===== src/rtl/hdlc_af_pkg.sv =====
package hdlc_af_pkg;
  localparam int AF_DW = 8;
  localparam logic [AF_DW-1:0] AF_CR_MASK = 8'hFD;
  localparam logic [AF_DW-1:0] AF_BCAST   = 8'hFC;

  typedef enum logic [1:0] {AF_ONE = 2'b00, AF_TWO = 2'b01, AF_TRN = 2'b10} af_mode_e;

  localparam logic [1:0] HI_CODE_R1 = 2'b10;
  localparam logic [1:0] HI_CODE_R2 = 2'b00;
  localparam logic [1:0] HI_CODE_BC = 2'b01;

  function automatic af_mode_e mode_decode(input logic [1:0] m);
    case (m)
      2'b00:   return AF_ONE;
      2'b01:   return AF_TWO;
      default: return AF_TRN;
    endcase
  endfunction

  function automatic logic [1:0] addr_len(input af_mode_e m);
    case (m)
      AF_ONE:  return 2'd1;
      AF_TWO:  return 2'd2;
      default: return 2'd0;
    endcase
  endfunction

  function automatic logic hi_equal(input logic [AF_DW-1:0] a, input logic [AF_DW-1:0] b);
    return ((a ^ b) & AF_CR_MASK) == '0;
  endfunction
endpackage


===== src/rtl/hdlc_af_hi_match.sv =====
module hdlc_af_hi_match
  import hdlc_af_pkg::*;
#(
  parameter int DW = AF_DW
) (
  input  logic [DW-1:0] hi_byte,
  input  logic [DW-1:0] reg1,
  input  logic [DW-1:0] reg2,
  output logic          hit,
  output logic [1:0]    code,
  output logic          cr
);
  logic m1, m2, mb;

  assign m1 = hi_equal(hi_byte, reg1);
  assign m2 = hi_equal(hi_byte, reg2);
  assign mb = hi_equal(hi_byte, AF_BCAST);
  assign cr = hi_byte[1];
  assign hit = m1 | m2 | mb;

  always_comb begin
    if (m1)      code = HI_CODE_R1;
    else if (m2) code = HI_CODE_R2;
    else         code = HI_CODE_BC;
  end
endmodule


===== src/rtl/hdlc_af_lo_match.sv =====
module hdlc_af_lo_match
  import hdlc_af_pkg::*;
#(
  parameter int DW = AF_DW
) (
  input  logic [DW-1:0] lo_byte,
  input  logic [DW-1:0] reg1,
  input  logic [DW-1:0] reg2,
  output logic          hit,
  output logic          sel1
);
  logic m1, m2;

  assign m1   = (lo_byte == reg1);
  assign m2   = (lo_byte == reg2);
  assign hit  = m1 | m2;
  assign sel1 = m1;
endmodule


===== src/rtl/hdlc_af_status.sv =====
module hdlc_af_status (
  input  logic       ovf,
  input  logic       crc_ok,
  input  logic       aborted,
  input  logic [1:0] hi_code,
  input  logic       cr,
  input  logic       lo_sel,
  output logic [7:0] status
);
  assign status = {ovf, crc_ok, aborted, hi_code, cr, lo_sel, 1'b0};
endmodule


===== src/rtl/hdlc_addr_filter.sv =====
module hdlc_addr_filter
  import hdlc_af_pkg::*;
#(
  parameter int DW = AF_DW
) (
  input  logic          clk,
  input  logic          rst_n,
  input  logic [DW-1:0] rx_data,
  input  logic          rx_valid,
  input  logic          rx_sof,
  input  logic          rx_eof,
  input  logic          rx_abort,
  input  logic          crc_ok_in,
  input  logic          ovf_in,
  input  logic [1:0]    addr_mode,
  input  logic [DW-1:0] hi_addr1,
  input  logic [DW-1:0] hi_addr2,
  input  logic [DW-1:0] lo_addr1,
  input  logic [DW-1:0] lo_addr2,
  output logic [7:0]    stat_byte,
  output logic          stat_valid
);
  localparam logic [1:0] CNT_MAX = 2'd3;

  logic       in_frame;
  logic [1:0] cnt;
  af_mode_e   mode_q;
  logic       hi_hit_q, cr_q, lo_hit_q, lo_sel_q, ovf_q;
  logic [1:0] hi_code_q;

  // named events, used by the checker
  logic       byte_evt, end_evt, addr_done, addr_ok, emit;
  logic       hi_take, lo_take;
  af_mode_e   cur_mode;
  logic [1:0] idx, need;

  logic       hi_hit, hi_cr, lo_hit, lo_sel;
  logic [1:0] hi_code;
  logic       f_ovf, f_crc, f_abort, f_cr, f_lo;
  logic [1:0] f_hi;
  logic [7:0] status_nx;

  assign byte_evt = rx_valid && (rx_sof || in_frame);
  assign cur_mode = rx_sof ? mode_decode(addr_mode) : mode_q;
  assign idx      = rx_sof ? 2'd0 : cnt;
  assign need     = addr_len(cur_mode);
  assign hi_take  = byte_evt && (cur_mode == AF_TWO) && (idx == 2'd0);
  assign lo_take  = byte_evt && (need != 2'd0) && (idx == 2'(need - 2'd1));

  hdlc_af_hi_match #(.DW(DW)) u_hi (
    .hi_byte(rx_data), .reg1(hi_addr1), .reg2(hi_addr2),
    .hit(hi_hit), .code(hi_code), .cr(hi_cr)
  );

  hdlc_af_lo_match #(.DW(DW)) u_lo (
    .lo_byte(rx_data), .reg1(lo_addr1), .reg2(lo_addr2),
    .hit(lo_hit), .sel1(lo_sel)
  );

  assign end_evt   = in_frame && (rx_eof || rx_abort) && !rx_sof;
  assign addr_done = cnt >= addr_len(mode_q);
  assign addr_ok   = (mode_q == AF_TRN) ||
                     (lo_hit_q && ((mode_q == AF_ONE) || hi_hit_q));
  assign emit      = end_evt && (!addr_done || addr_ok);

  assign f_ovf   = ovf_q | ovf_in;
  assign f_abort = rx_abort || !addr_done;
  assign f_crc   = crc_ok_in && !f_abort;
  assign f_hi    = (addr_done && mode_q == AF_TWO) ? hi_code_q : 2'b00;
  assign f_cr    = addr_done && (mode_q == AF_TWO) && cr_q;
  assign f_lo    = addr_done && (mode_q != AF_TRN) && lo_sel_q;

  hdlc_af_status u_stat (
    .ovf(f_ovf), .crc_ok(f_crc), .aborted(f_abort),
    .hi_code(f_hi), .cr(f_cr), .lo_sel(f_lo), .status(status_nx)
  );

  always_ff @(posedge clk or negedge rst_n) begin
    if (!rst_n) begin
      in_frame  <= 1'b0;
      cnt       <= 2'd0;
      mode_q    <= AF_ONE;
      ovf_q     <= 1'b0;
      hi_hit_q  <= 1'b0;
      hi_code_q <= 2'b00;
      cr_q      <= 1'b0;
      lo_hit_q  <= 1'b0;
      lo_sel_q  <= 1'b0;
    end else begin
      if (byte_evt && rx_sof) begin
        in_frame <= 1'b1;
        cnt      <= 2'd1;
        mode_q   <= cur_mode;
        ovf_q    <= ovf_in;
      end else if (end_evt) begin
        in_frame <= 1'b0;
      end else if (in_frame) begin
        ovf_q <= ovf_q | ovf_in;
        if (byte_evt && cnt != CNT_MAX) cnt <= cnt + 2'd1;
      end

      if (hi_take) begin
        hi_hit_q  <= hi_hit;
        hi_code_q <= hi_code;
        cr_q      <= hi_cr;
      end else if (byte_evt && rx_sof) begin
        hi_hit_q  <= 1'b0;
        hi_code_q <= 2'b00;
        cr_q      <= 1'b0;
      end

      if (lo_take) begin
        lo_hit_q <= lo_hit;
        lo_sel_q <= lo_sel;
      end else if (byte_evt && rx_sof) begin
        lo_hit_q <= 1'b0;
        lo_sel_q <= 1'b0;
      end
    end
  end

  always_ff @(posedge clk or negedge rst_n) begin
    if (!rst_n) begin
      stat_valid <= 1'b0;
      stat_byte  <= 8'h00;
    end else begin
      stat_valid <= emit;
      if (emit) stat_byte <= status_nx;
    end
  end
endmodule


===== config.mk =====
export PLATFORM = sky130hd
export DESIGN_NAME = hdlc_addr_filter
export DESIGN_NICKNAME = d
export VERILOG_FILES = /design/src/rtl/hdlc_af_pkg.sv /design/src/rtl/hdlc_af_hi_match.sv /design/src/rtl/hdlc_af_lo_match.sv /design/src/rtl/hdlc_af_status.sv /design/src/rtl/hdlc_addr_filter.sv
export SDC_FILE = /design/constraint.sdc
export NUM_CORES = 1
export LEC_CHECK = 0
export ABC_CLOCK_PERIOD_IN_PS = 4700
export BUFFER_PORTS_ARGS = -buffer_cell sky130_fd_sc_hd__buf_2
export CAP_MARGIN = 10
export CORE_UTILIZATION = 53
export CTS_BUF_LIST = sky130_fd_sc_hd__clkbuf_4
export DETAILED_ROUTE_END_ITERATION = 8
export PLACE_DENSITY = 0.87
export RECOVER_POWER = 100
export SKIP_CTS_REPAIR_TIMING = 1
export SYNTH_ARGS = -nofsm -noshare
export SYNTH_HDL_FRONTEND = slang
export SYNTH_SLANG_ARGS = --single-unit

===== constraint.sdc =====
create_clock -name clk -period 4.7 [get_ports clk]
set_input_delay 0.235 -clock clk [delete_from_list [all_inputs] [get_ports clk]]
set_output_delay 0.235 -clock clk [all_outputs]
set_load 0.02 [all_outputs]

==> results of run 1 <==
[flip-flops by register name, summed over array words and instances, names as in the netlist]
signal      flops
stat_byte       7
in_frame        1
cr_q            1
lo_sel_q        1
ovf_q           1
cnt             2
hi_hit_q        1
hi_code_q       2
lo_hit_q        1
stat_valid      1
mode_q          2
[worst max path at each step]
stage / start / to / slack [ps] / cells past startpoint
detailed placement: mode_q[0] / stat_byte[5] / 2580 / 6
CTS: mode_q[0] / stat_byte[5] / 2580 / 6
global route: mode_q[0] / stat_byte[5] / 1830 / 6
floorplan: mode_q[0] / stat_byte[1] / 2840 / 6
finish: mode_q[0] / stat_byte[5] / 2000 / 6
global placement: mode_q[0] / stat_byte[2] / 2680 / 6
[per-stage QoR]
step / cells / instance area (µm²)
after floorplan: 143 / 1370
after global placement: 220 / 1650
after detailed placement: 220 / 1650
after CTS: 224 / 1700
after global routing: 225 / 1690
final: 225 / 1690
[cell usage in the layout (no fill, tap or decap), types with 4 or more instances in the layout]
cell	count
nand2_1	10
nor4_1	4
buf_2	46
nor2_1	6
o21ai_0	5
inv_1	5
and3_1	5
xnor2_1	14
nand2b_1	4
dfrtp_1	20
nand4_1	5
xor2_1	17
mux2_2	7
clkbuf_1	9
[power breakdown]
group | switching [mW] | internal (mW)
Clock | 0.0519 | 0.0861
Combinational | 0.109 | 0.0898
Sequential | 0.0284 | 0.203
[cells by family (layout without fill, tap and decap cells)]
kind of cell    after synthesis  in the layout  synth area share
compound gates               19             19             0.103
fa+ha+maj                     3              3            0.0274
xor+xnor                     31             31             0.198
buf+inv                      13             65            0.0384
simple gates                 46             46             0.185
mux                          10             10            0.0795
flops                        20             20             0.365
other cells                   1              1           0.00274
[area by class of cell]
type                       instances  area, µm²
inverter                           5       18.8
tap                               30       37.5
multi-input combinational        110        806
timing repair buffer              56        274
fill                             188        766
sequential                        20        500
clock buffer                       3       22.5
clock inverter                     1       30.0
[layer usage]
layer | up-vias | share of wire | routed length [µm] | global-route usage
met5 | - | 0 | 0 | 0
met4 | 0 | 0.0072 | 21 | 0.0833
met3 | 2 | 0.060 | 173 | 0.0348
met2 | 64 | 0.53 | 1550 | 0.437
met1 | 548 | 0.40 | 1160 | 0.236
li1 | 602 | - | - | -
==> flow_summary_export.csv, run 1 <==
group,metric,value,unit
timing,rsz0062_at_grt,"false",
placement,dpl_worst_slack,2580,ps
floorplan,core,2450,µm²
timing,timing.fmax,370,MHz
finish,area_growth_syn_to_layout,23.3,%
timing,fin_crit_sh,0.575,
worst_setup_path,path_buf_inv,1,
routing,wl,2900,µm
finish,final_nets,249,
floorplan,die_w,52.8,µm
logic_synthesis,syn_inst,143,
clocking,cts_tree,"done",
clocking,insertion_delay,300,ps
power_and_ir_drop,p_per_area,336,nW/µm²
worst_setup_path,timing.rr.end,"stat_byte[5]",
global_routing,grt_pass1_wl,4550,µm
routing,drc,2,
finish,utilization,0.688,
floorplan,start_util,0.558,
timing,slew_violations,0,
outcome,violations,"DRC",
min_path,min_to,"ovf_q",
global_routing,grt_antenna_before_repair,0,
run,drv_cap,0,
logic_synthesis,syn-cell-area,1370,µm²
worst_setup_path,cp_max_fo,8,
outcome,status,"complete, but fails checks",
worst_setup_path,ff2ff_path_depth,6,
routing,drt-initial-drc-count,27,
logic_synthesis,synth-edff-count,0,
min_path,hold_depth,2,
floorplan,fp-row-count,18,
worst_setup_path,crit_required,4890,ps
global_routing,grt_overflow_total,0,
worst_setup_path,reg2reg_from,"mode_q[0]",
global_routing,grt_util_all_layers,0.225,
floorplan,ios,59,
routing,post_drt_wl_per_cell,12.9,µm
logic_synthesis,syn_area_per_cell,9.58,µm²
worst_setup_path,startpoint_type,"flip-flop",
clocking,htree_levels,1,
timing,hold_violations,0,
min_path,hp-start,"ovf_in",
finish,diodes,0,
floorplan,fp.dieArea,2790,µm²
clocking,cts_root_buffer,"clkbuf_4",
global_routing,grt_max_degree,21,
logic_synthesis,synth_cell_type_count,37,
timing,slew_headroom,0.266,
clocking,clock_path_buffers,2,
logic_synthesis,ys_async_sr_fraction,1.00,
logic_synthesis,syn-num-nets,196,
routing,vias,1216,
logic_synthesis,seq_area_frac_synth,0.365,
placement,gp_congestion,0.799,
clocking,clkTransAtPathRegs,110,ps
worst_setup_path,slowest_stage,"a21boi_0",
logic_synthesis,synth_ff_type,"dfrtp_1",
clocking,cts.sinks,20,
logic_synthesis,synth.most_common_cell,"dfrtp_1",
timing,fin_worst_skew,4.65,ps
worst_setup_path,crit_chain,"nor2b_1 > inv_1 > ha_1 > a21o_1 > a21boi_0 > mux2_2",
global_routing,first_global_vias,1145,
logic_synthesis,synth_seq_cells,20,
timing,setup_viol,0,
worst_setup_path,cp-end-kind,"flip-flop",
power_and_ir_drop,power.total,568,µW
routing,via_per_inst,5.40,
logic_synthesis,synthTopCellsByArea,"dfrtp_1 37%, xor2_1 11%, xnor2_1 8.9%",
finish,drive_gt1_frac,0.297,
timing,finalCriticalPeriod,2700,ps
floorplan,die_y,52.8,µm
logic_synthesis,synth_common_cells,"20 x dfrtp_1, 17 x xor2_1, 14 x xnor2_1",
logic_synthesis,ys.warnings.count,0,
worst_setup_path,cpLargestDelayFamily,"compound AO/OA/AOI/OAI gates",
worst_setup_path,rrSetupSlack,2000,ps
placement,portBuffers,55,
routing,postRouteAntennaNets,0,
power_and_ir_drop,ir_drop,255,µV
logic_synthesis,synthDominantCellAreaShare,0.365,
worst_setup_path,cp_data_arrival_time,2900,ps
timing,fin_ws,2000,ps
logic_synthesis,yosysTopAreaCell,"dfrtp_1",
min_path,hp-class,"input port to flip-flop",
timing,worstMarginPinSlew,1090,ps
placement,dp_hpwl,2450,µm
timing,fin_setup_tns,0,ps
clocking,cts_buffers,3,
worst_setup_path,criticalPathCategory,"flip-flop to flip-flop",
power_and_ir_drop,power_leakage,0.823,nW
timing,hold_ws,173,ps
worst_setup_path,cpPeakStageDelay,860,ps
routing,drt_pass1_iterations,8,
(Power assumes the default switching activity.)
==> inputs of run 2 (changes only) <==
--- a/config.mk
+++ b/config.mk
@@ -5,13 +5,13 @@
 export SDC_FILE = /design/constraint.sdc
 export NUM_CORES = 1
 export LEC_CHECK = 0
-export ABC_CLOCK_PERIOD_IN_PS = 4700
+export ABC_CLOCK_PERIOD_IN_PS = 2800
 export BUFFER_PORTS_ARGS = -buffer_cell sky130_fd_sc_hd__buf_2
 export CAP_MARGIN = 10
-export CORE_UTILIZATION = 53
+export CORE_UTILIZATION = 49
 export CTS_BUF_LIST = sky130_fd_sc_hd__clkbuf_4
 export DETAILED_ROUTE_END_ITERATION = 8
-export PLACE_DENSITY = 0.87
+export PLACE_DENSITY = 0.81
 export RECOVER_POWER = 100
 export SKIP_CTS_REPAIR_TIMING = 1
 export SYNTH_ARGS = -nofsm -noshare
==> constraint.sdc (replaced) <==
create_clock -name clk -period 2.8 [get_ports clk]
set_input_delay 0.14 -clock clk [delete_from_list [all_inputs] [get_ports clk]]
set_output_delay 0.14 -clock clk [all_outputs]
set_load 0.02 [all_outputs]
==> flow_summary_export.csv, run 2 (synthesis results as in run 1) <==
group,metric,value,unit
outcome,status,"finished, final reports clean",
power_and_ir_drop,p_per_area,560,nW/µm²
finish,top_register,"stat_byte",
clocking,clock_path_buffers,2,
clocking,htree_levels,1,
finish,largest_reg_flops,7,
worst_setup_path,crit_start,"mode_q[0]",
worst_setup_path,criticalPathCategory,"flip-flop to flip-flop",
min_path,hp-start,"ovf_in",
finish,multi_input_area,817,µm²
finish,num-fill-cells,212,
routing,top_layer,"met4",
routing,postRouteAntennaNets,0,
worst_setup_path,cpLargestDelayFamily,"compound AO/OA/AOI/OAI gates",
placement,dp_hpwl,2400,µm
worst_setup_path,cpPeakStageDelay,470,ps
worst_setup_path,timing.rr.end,"stat_byte[1]",
floorplan,die_w,54.9,µm
finish,final_nets,249,
worst_setup_path,cp-end-kind,"flip-flop",
routing,route.met3.wl,139,µm
timing,fin_setup_tns,0,ps
global_routing,first_global_vias,1155,
routing,drc,0,
placement,gp_congestion,0.773,
global_routing,grt_util_all_layers,0.221,
clocking,cts_tree,"done",
worst_setup_path,cp_data_arrival_time,2280,ps
min_path,hold_depth,2,
timing,fin_worst_skew,5.03,ps
worst_setup_path,startpoint_type,"flip-flop",
finish,drive_gt1_frac,0.303,
placement,placed_cell_area,1650,µm²
routing,drt-initial-drc-count,13,
finish,area_growth_syn_to_layout,24.1,%
floorplan,fp.dieArea,3010,µm²
routing,met1_length,1110,µm
timing,slew_headroom,0.326,
floorplan,core,2570,µm²
min_path,min_to,"ovf_q",
routing,vias,1189,
worst_setup_path,crit_required,3000,ps
timing,hold_violations,0,
timing,setup_viol,0,
routing,wl_met2,1570,µm
worst_setup_path,crit_chain,"nor2b_1 > inv_1 > ha_1 > a21o_1 > a21boi_4 > mux2_2",
floorplan,fp-row-count,18,
timing,worstMarginPinSlew,1010,ps
global_routing,grt_max_degree,21,
worst_setup_path,ff2ff_path_depth,6,
finish,mostFrequentLayoutCells,"46 x buf_2, 20 x dfrtp_1, 17 x xor2_1, 14 x xnor2_1, 10 x nand2_1",
worst_setup_path,slowest_stage,"dfrtp_1",
worst_setup_path,rrSetupSlack,720,ps
clocking,cts_root_buffer,"clkbuf_4",
worst_setup_path,path_buf_inv,1,
routing,wl,2860,µm
clocking,clkTransAtPathRegs,110,ps
timing,rsz0062_at_grt,"false",
finish,final_cells,225,
worst_setup_path,reg2reg_from,"mode_q[0]",
power_and_ir_drop,ir_drop,468,µV
routing,drt_pass1_iterations,4,
floorplan,die_y,54.9,µm
worst_setup_path,cp_max_fo,8,
timing,fin_crit_sh,0.742,
power_and_ir_drop,power_leakage,0.826,nW
routing,via_per_inst,5.28,
placement,portBuffers,55,
clocking,cts_buffers,3,
finish,final_common_cell,"buf_2",
floorplan,ios,59,
floorplan,start_util,0.534,
run,drv_cap,0,
global_routing,grt_overflow_total,0,
timing,timing.fmax,481,MHz
timing,finalCriticalPeriod,2080,ps
placement,placedCellCount,220,
min_path,hp-class,"input port to flip-flop",
global_routing,grt_antenna_before_repair,0,
finish,fin_area,1700,µm²
finish,seqCellArea,500,µm²
timing,slew_violations,0,
routing,post_drt_wl_per_cell,12.7,µm
finish,diodes,0,
global_routing,grt_pass1_wl,4650,µm
clocking,cts.sinks,20,
clocking,insertion_delay,310,ps
-- run 2: how the worst max path moves through the flow --
stage                              end  slack, ps  cells past startpoint
after CTS                 stat_byte[2]        730                      6
after detailed placement  stat_byte[2]        750                      6
final                     stat_byte[1]        720                      6
after global placement    stat_byte[3]        800                      6
after floorplan           stat_byte[1]        940                      6
after global routing      stat_byte[2]        600                      6
-- run 2: final cells by class --
cell class / instances / share of cell area
multi-input combinational: 110 / 0.481
sequential: 20 / 0.294
timing repair buffer: 56 / 0.161
tap: 30 / 0.0221
clock inverter: 1 / 0.0177
clock buffer: 3 / 0.0132
inverter: 5 / 0.0110
-- run 2: metal layers --
metal / global-route usage / vias to the layer above
met3: 0.0278 / 5
met5: 0 / -
met2: 0.456 / 40
li1: - / 596
met4: 0.0769 / 0
met1: 0.215 / 548
-- run 2: report_power, final --
part           internal (mW)  leakage (nW)  total, mW  switching [mW]
registers              0.340         0.257      0.385          0.0446
clock network          0.145        0.0279      0.233          0.0885
logic                  0.154         0.541      0.334           0.180
-- run 2: through the flow --
| step | utilization | hold slack, ps | worst slack [ps] | total power, mW |
|---|---|---|---|---|
| 2_1_floorplan | - | -156 | 941 | 0.620 |
| 3_3_place_gp | 0.642 | 96.5 | 797 | 0.714 |
| 3_5_place_dp | 0.642 | 107 | 751 | 0.733 |
| 4_1_cts | 0.663 | -234 | 733 | 0.966 |
| 5_1_grt | 0.662 | 90.2 | 595 | 1.02 |
| 6_report | 0.662 | 91.8 | 723 | 0.952 |
-- run 2: worst register-to-register path, stage by stage (launching register included) --
cell	delay (ps)
dfrtp_1	470
nor2b_1	250
inv_1	70
ha_1	280
a21o_1	240
a21boi_4	300
mux2_2	370
==> inputs of run 3 (changes only) <==
--- a/config.mk
+++ b/config.mk
@@ -5,13 +5,13 @@
 export SDC_FILE = /design/constraint.sdc
 export NUM_CORES = 1
 export LEC_CHECK = 0
-export ABC_CLOCK_PERIOD_IN_PS = 2800
+export ABC_CLOCK_PERIOD_IN_PS = 1700
 export BUFFER_PORTS_ARGS = -buffer_cell sky130_fd_sc_hd__buf_2
 export CAP_MARGIN = 10
-export CORE_UTILIZATION = 49
+export CORE_UTILIZATION = 44
 export CTS_BUF_LIST = sky130_fd_sc_hd__clkbuf_4
 export DETAILED_ROUTE_END_ITERATION = 8
-export PLACE_DENSITY = 0.81
+export PLACE_DENSITY = 0.77
 export RECOVER_POWER = 100
 export SKIP_CTS_REPAIR_TIMING = 1
 export SYNTH_ARGS = -nofsm -noshare
==> constraint.sdc (replaced) <==
create_clock -name clk -period 1.7 [get_ports clk]
set_input_delay 0.085 -clock clk [delete_from_list [all_inputs] [get_ports clk]]
set_output_delay 0.085 -clock clk [all_outputs]
set_load 0.02 [all_outputs]
==> flow_summary_export.csv, run 3 (synthesis results as in run 1) <==
group,metric,value,unit
worst_setup_path,crit_required,1910,ps
clocking,cts_tree,"done",
min_path,hp-class,"input port to flip-flop",
floorplan,start_util,0.480,
worst_setup_path,slowest_stage,"dfrtp_1",
worst_setup_path,cpPeakStageDelay,410,ps
clocking,cts.sinks,20,
timing,hold_violations,1,
floorplan,fp-row-count,19,
routing,wl,3100,µm
placement,portBuffers,55,
power_and_ir_drop,power_leakage,0.918,nW
power_and_ir_drop,p_comb_frac,0.409,
worst_setup_path,crit_chain,"nor2b_2 > inv_1 > ha_1 > a21o_1 > a21boi_4 > buf_6 > mux2_4",
global_routing,grt_overflow_total,0,
finish,multi_input_area,852,µm²
clocking,clock_path_buffers,2,
finish,final_nets,258,
floorplan,die_w,57.8,µm
worst_setup_path,cp_max_fo,5,
timing,setup_viol,7,
outcome,violations,"DRC, hold timing, setup timing",
timing,rsz0062_at_grt,"true",
routing,drt_pass1_iterations,6,
routing,post_drt_wl_per_cell,13.2,µm
timing,slew_violations,0,
power_and_ir_drop,p_per_area,947,nW/µm²
timing,finalCriticalPeriod,1830,ps
finish,top_register,"stat_byte",
power_and_ir_drop,p_int,1.15,mW
outcome,status,"complete, but fails checks",
timing,fin_worst_skew,1.87,ps
finish,utilization,0.639,
global_routing,grt_antenna_before_repair,0,
worst_setup_path,cp_data_arrival_time,2050,ps
clocking,clkTransAtPathRegs,120,ps
timing,timing.fmax,545,MHz
power_and_ir_drop,ir_drop,333,µV
timing,slew_headroom,0.298,
finish,area_growth_syn_to_layout,33.0,%
routing,drc,2,
timing,fin_ws,-134,ps
floorplan,die_y,57.8,µm
global_routing,grt_util_all_layers,0.196,
power_and_ir_drop,p_sw_frac,0.331,
global_routing,first_global_vias,1260,
timing,hold_ws,-7.18,ps
finish,largest_reg_flops,7,
routing,postRouteAntennaNets,0,
worst_setup_path,startpoint_type,"flip-flop",
clocking,htree_levels,1,
run,drv_cap,0,
power_and_ir_drop,p_clk_frac,0.231,
placement,placedCellCount,228,
worst_setup_path,cp-end-kind,"flip-flop",
routing,via_per_inst,5.36,
finish,final_common_cell,"buf_2",
floorplan,core,2850,µm²
timing,fin_crit_sh,1.08,
timing,worstMarginPinSlew,1050,ps
finish,drive_gt1_frac,0.387,
placement,gp_congestion,0.810,
routing,drt-initial-drc-count,34,
power_and_ir_drop,p_switching,571,µW
placement,dp_hpwl,2510,µm
power_and_ir_drop,seqPwrFrac,0.360,
finish,mostFrequentLayoutCells,"54 x buf_2, 20 x dfrtp_1, 17 x xor2_1, 14 x xnor2_1, 10 x nand2_1",
finish,diodes,0,
floorplan,ios,59,
worst_setup_path,criticalPathCategory,"flip-flop to flip-flop",
finish,final_cells,235,
global_routing,grt_max_degree,21,
clocking,cts_buffers,3,
global_routing,grt_pass1_wl,5150,µm
clocking,insertion_delay,320,ps
clocking,cts_root_buffer,"clkbuf_4",
routing,vias,1259,
finish,seqCellArea,500,µm²
floorplan,fp.dieArea,3340,µm²
finish,num-fill-cells,243,
-- run 3: cell types whose count changed in the layout (fill, tap and decap cells not counted), moves of 2 or more --
| cell | change |
|---|---|
| buf_4 | +7 |
| buf_2 | +8 |
| mux2_2 | -6 |
| mux2_4 | +6 |
| buf_6 | +2 |
| clkbuf_1 | -8 |
-- run 3: power groups by stage --
stage	clock network (mW)	logic (mW)	registers (mW)
after floorplan	0	0.346	0.678
after global placement	0	0.612	0.622
after detailed placement	0	0.645	0.630
after CTS	0.401	0.647	0.620
after global routing	0.427	0.778	0.630
final	0.399	0.705	0.622
-- run 3: layout make-up --
class                           instances  area share
Clock buffer                            3      0.0124
Tap cell                               31      0.0213
Timing Repair Buffer                   65       0.197
Clock inverter                          1      0.0165
Inverter                                5      0.0103
Sequential cell                        20       0.275
Multi-Input combinational cell        110       0.468
-- run 3: final timing paths --
check | startpoint | endpoint | slack, ps | cells past startpoint
max | mode_q[0] | stat_byte[6] | -130 | 7
min | ovf_in | ovf_q | -7 | 2
max reg2reg | mode_q[0] | stat_byte[6] | -130 | 7
min reg2reg | hi_code_q[1] | hi_code_q[1] | 510 | 2
max in group asynchronous | rst_n | in_frame | 610 | 2
min in group asynchronous | rst_n | cnt[1] | 460 | 2
-- run 3: worst max-delay path: cells and delay by family, from the launching register on --
kind	cells	cell delay, ps
simple gates	1	180
buf+inv	2	190
fa+ha+maj	1	270
flops	1	410
mux	1	300
compound gates	2	380
-- run 3: through the flow --
stage	hold slack [ps]	setup slack [ps]	power, mW	setup TNS (ps)	instance area (µm²)
2_1_floorplan	-211	-150	1.02	-898	1370
3_3_place_gp	44.0	-114	1.23	-714	1710
3_5_place_dp	53.8	-186	1.27	-1120	1710
4_1_cts	-293	-202	1.67	-1200	1760
5_1_grt	-10.8	-230	1.84	-1410	1820
6_report	-7.18	-134	1.73	-766	1820
-- run 3: per-layer routing --
layer  share of wire  wire length (µm)  vias up  track usage
li1                -                 -      616            -
met1            0.39              1220      585        0.215
met2            0.53              1640       49        0.369
met3           0.052               162        9       0.0313
met4           0.023                70        0       0.0850
met5               0                 0        -            0
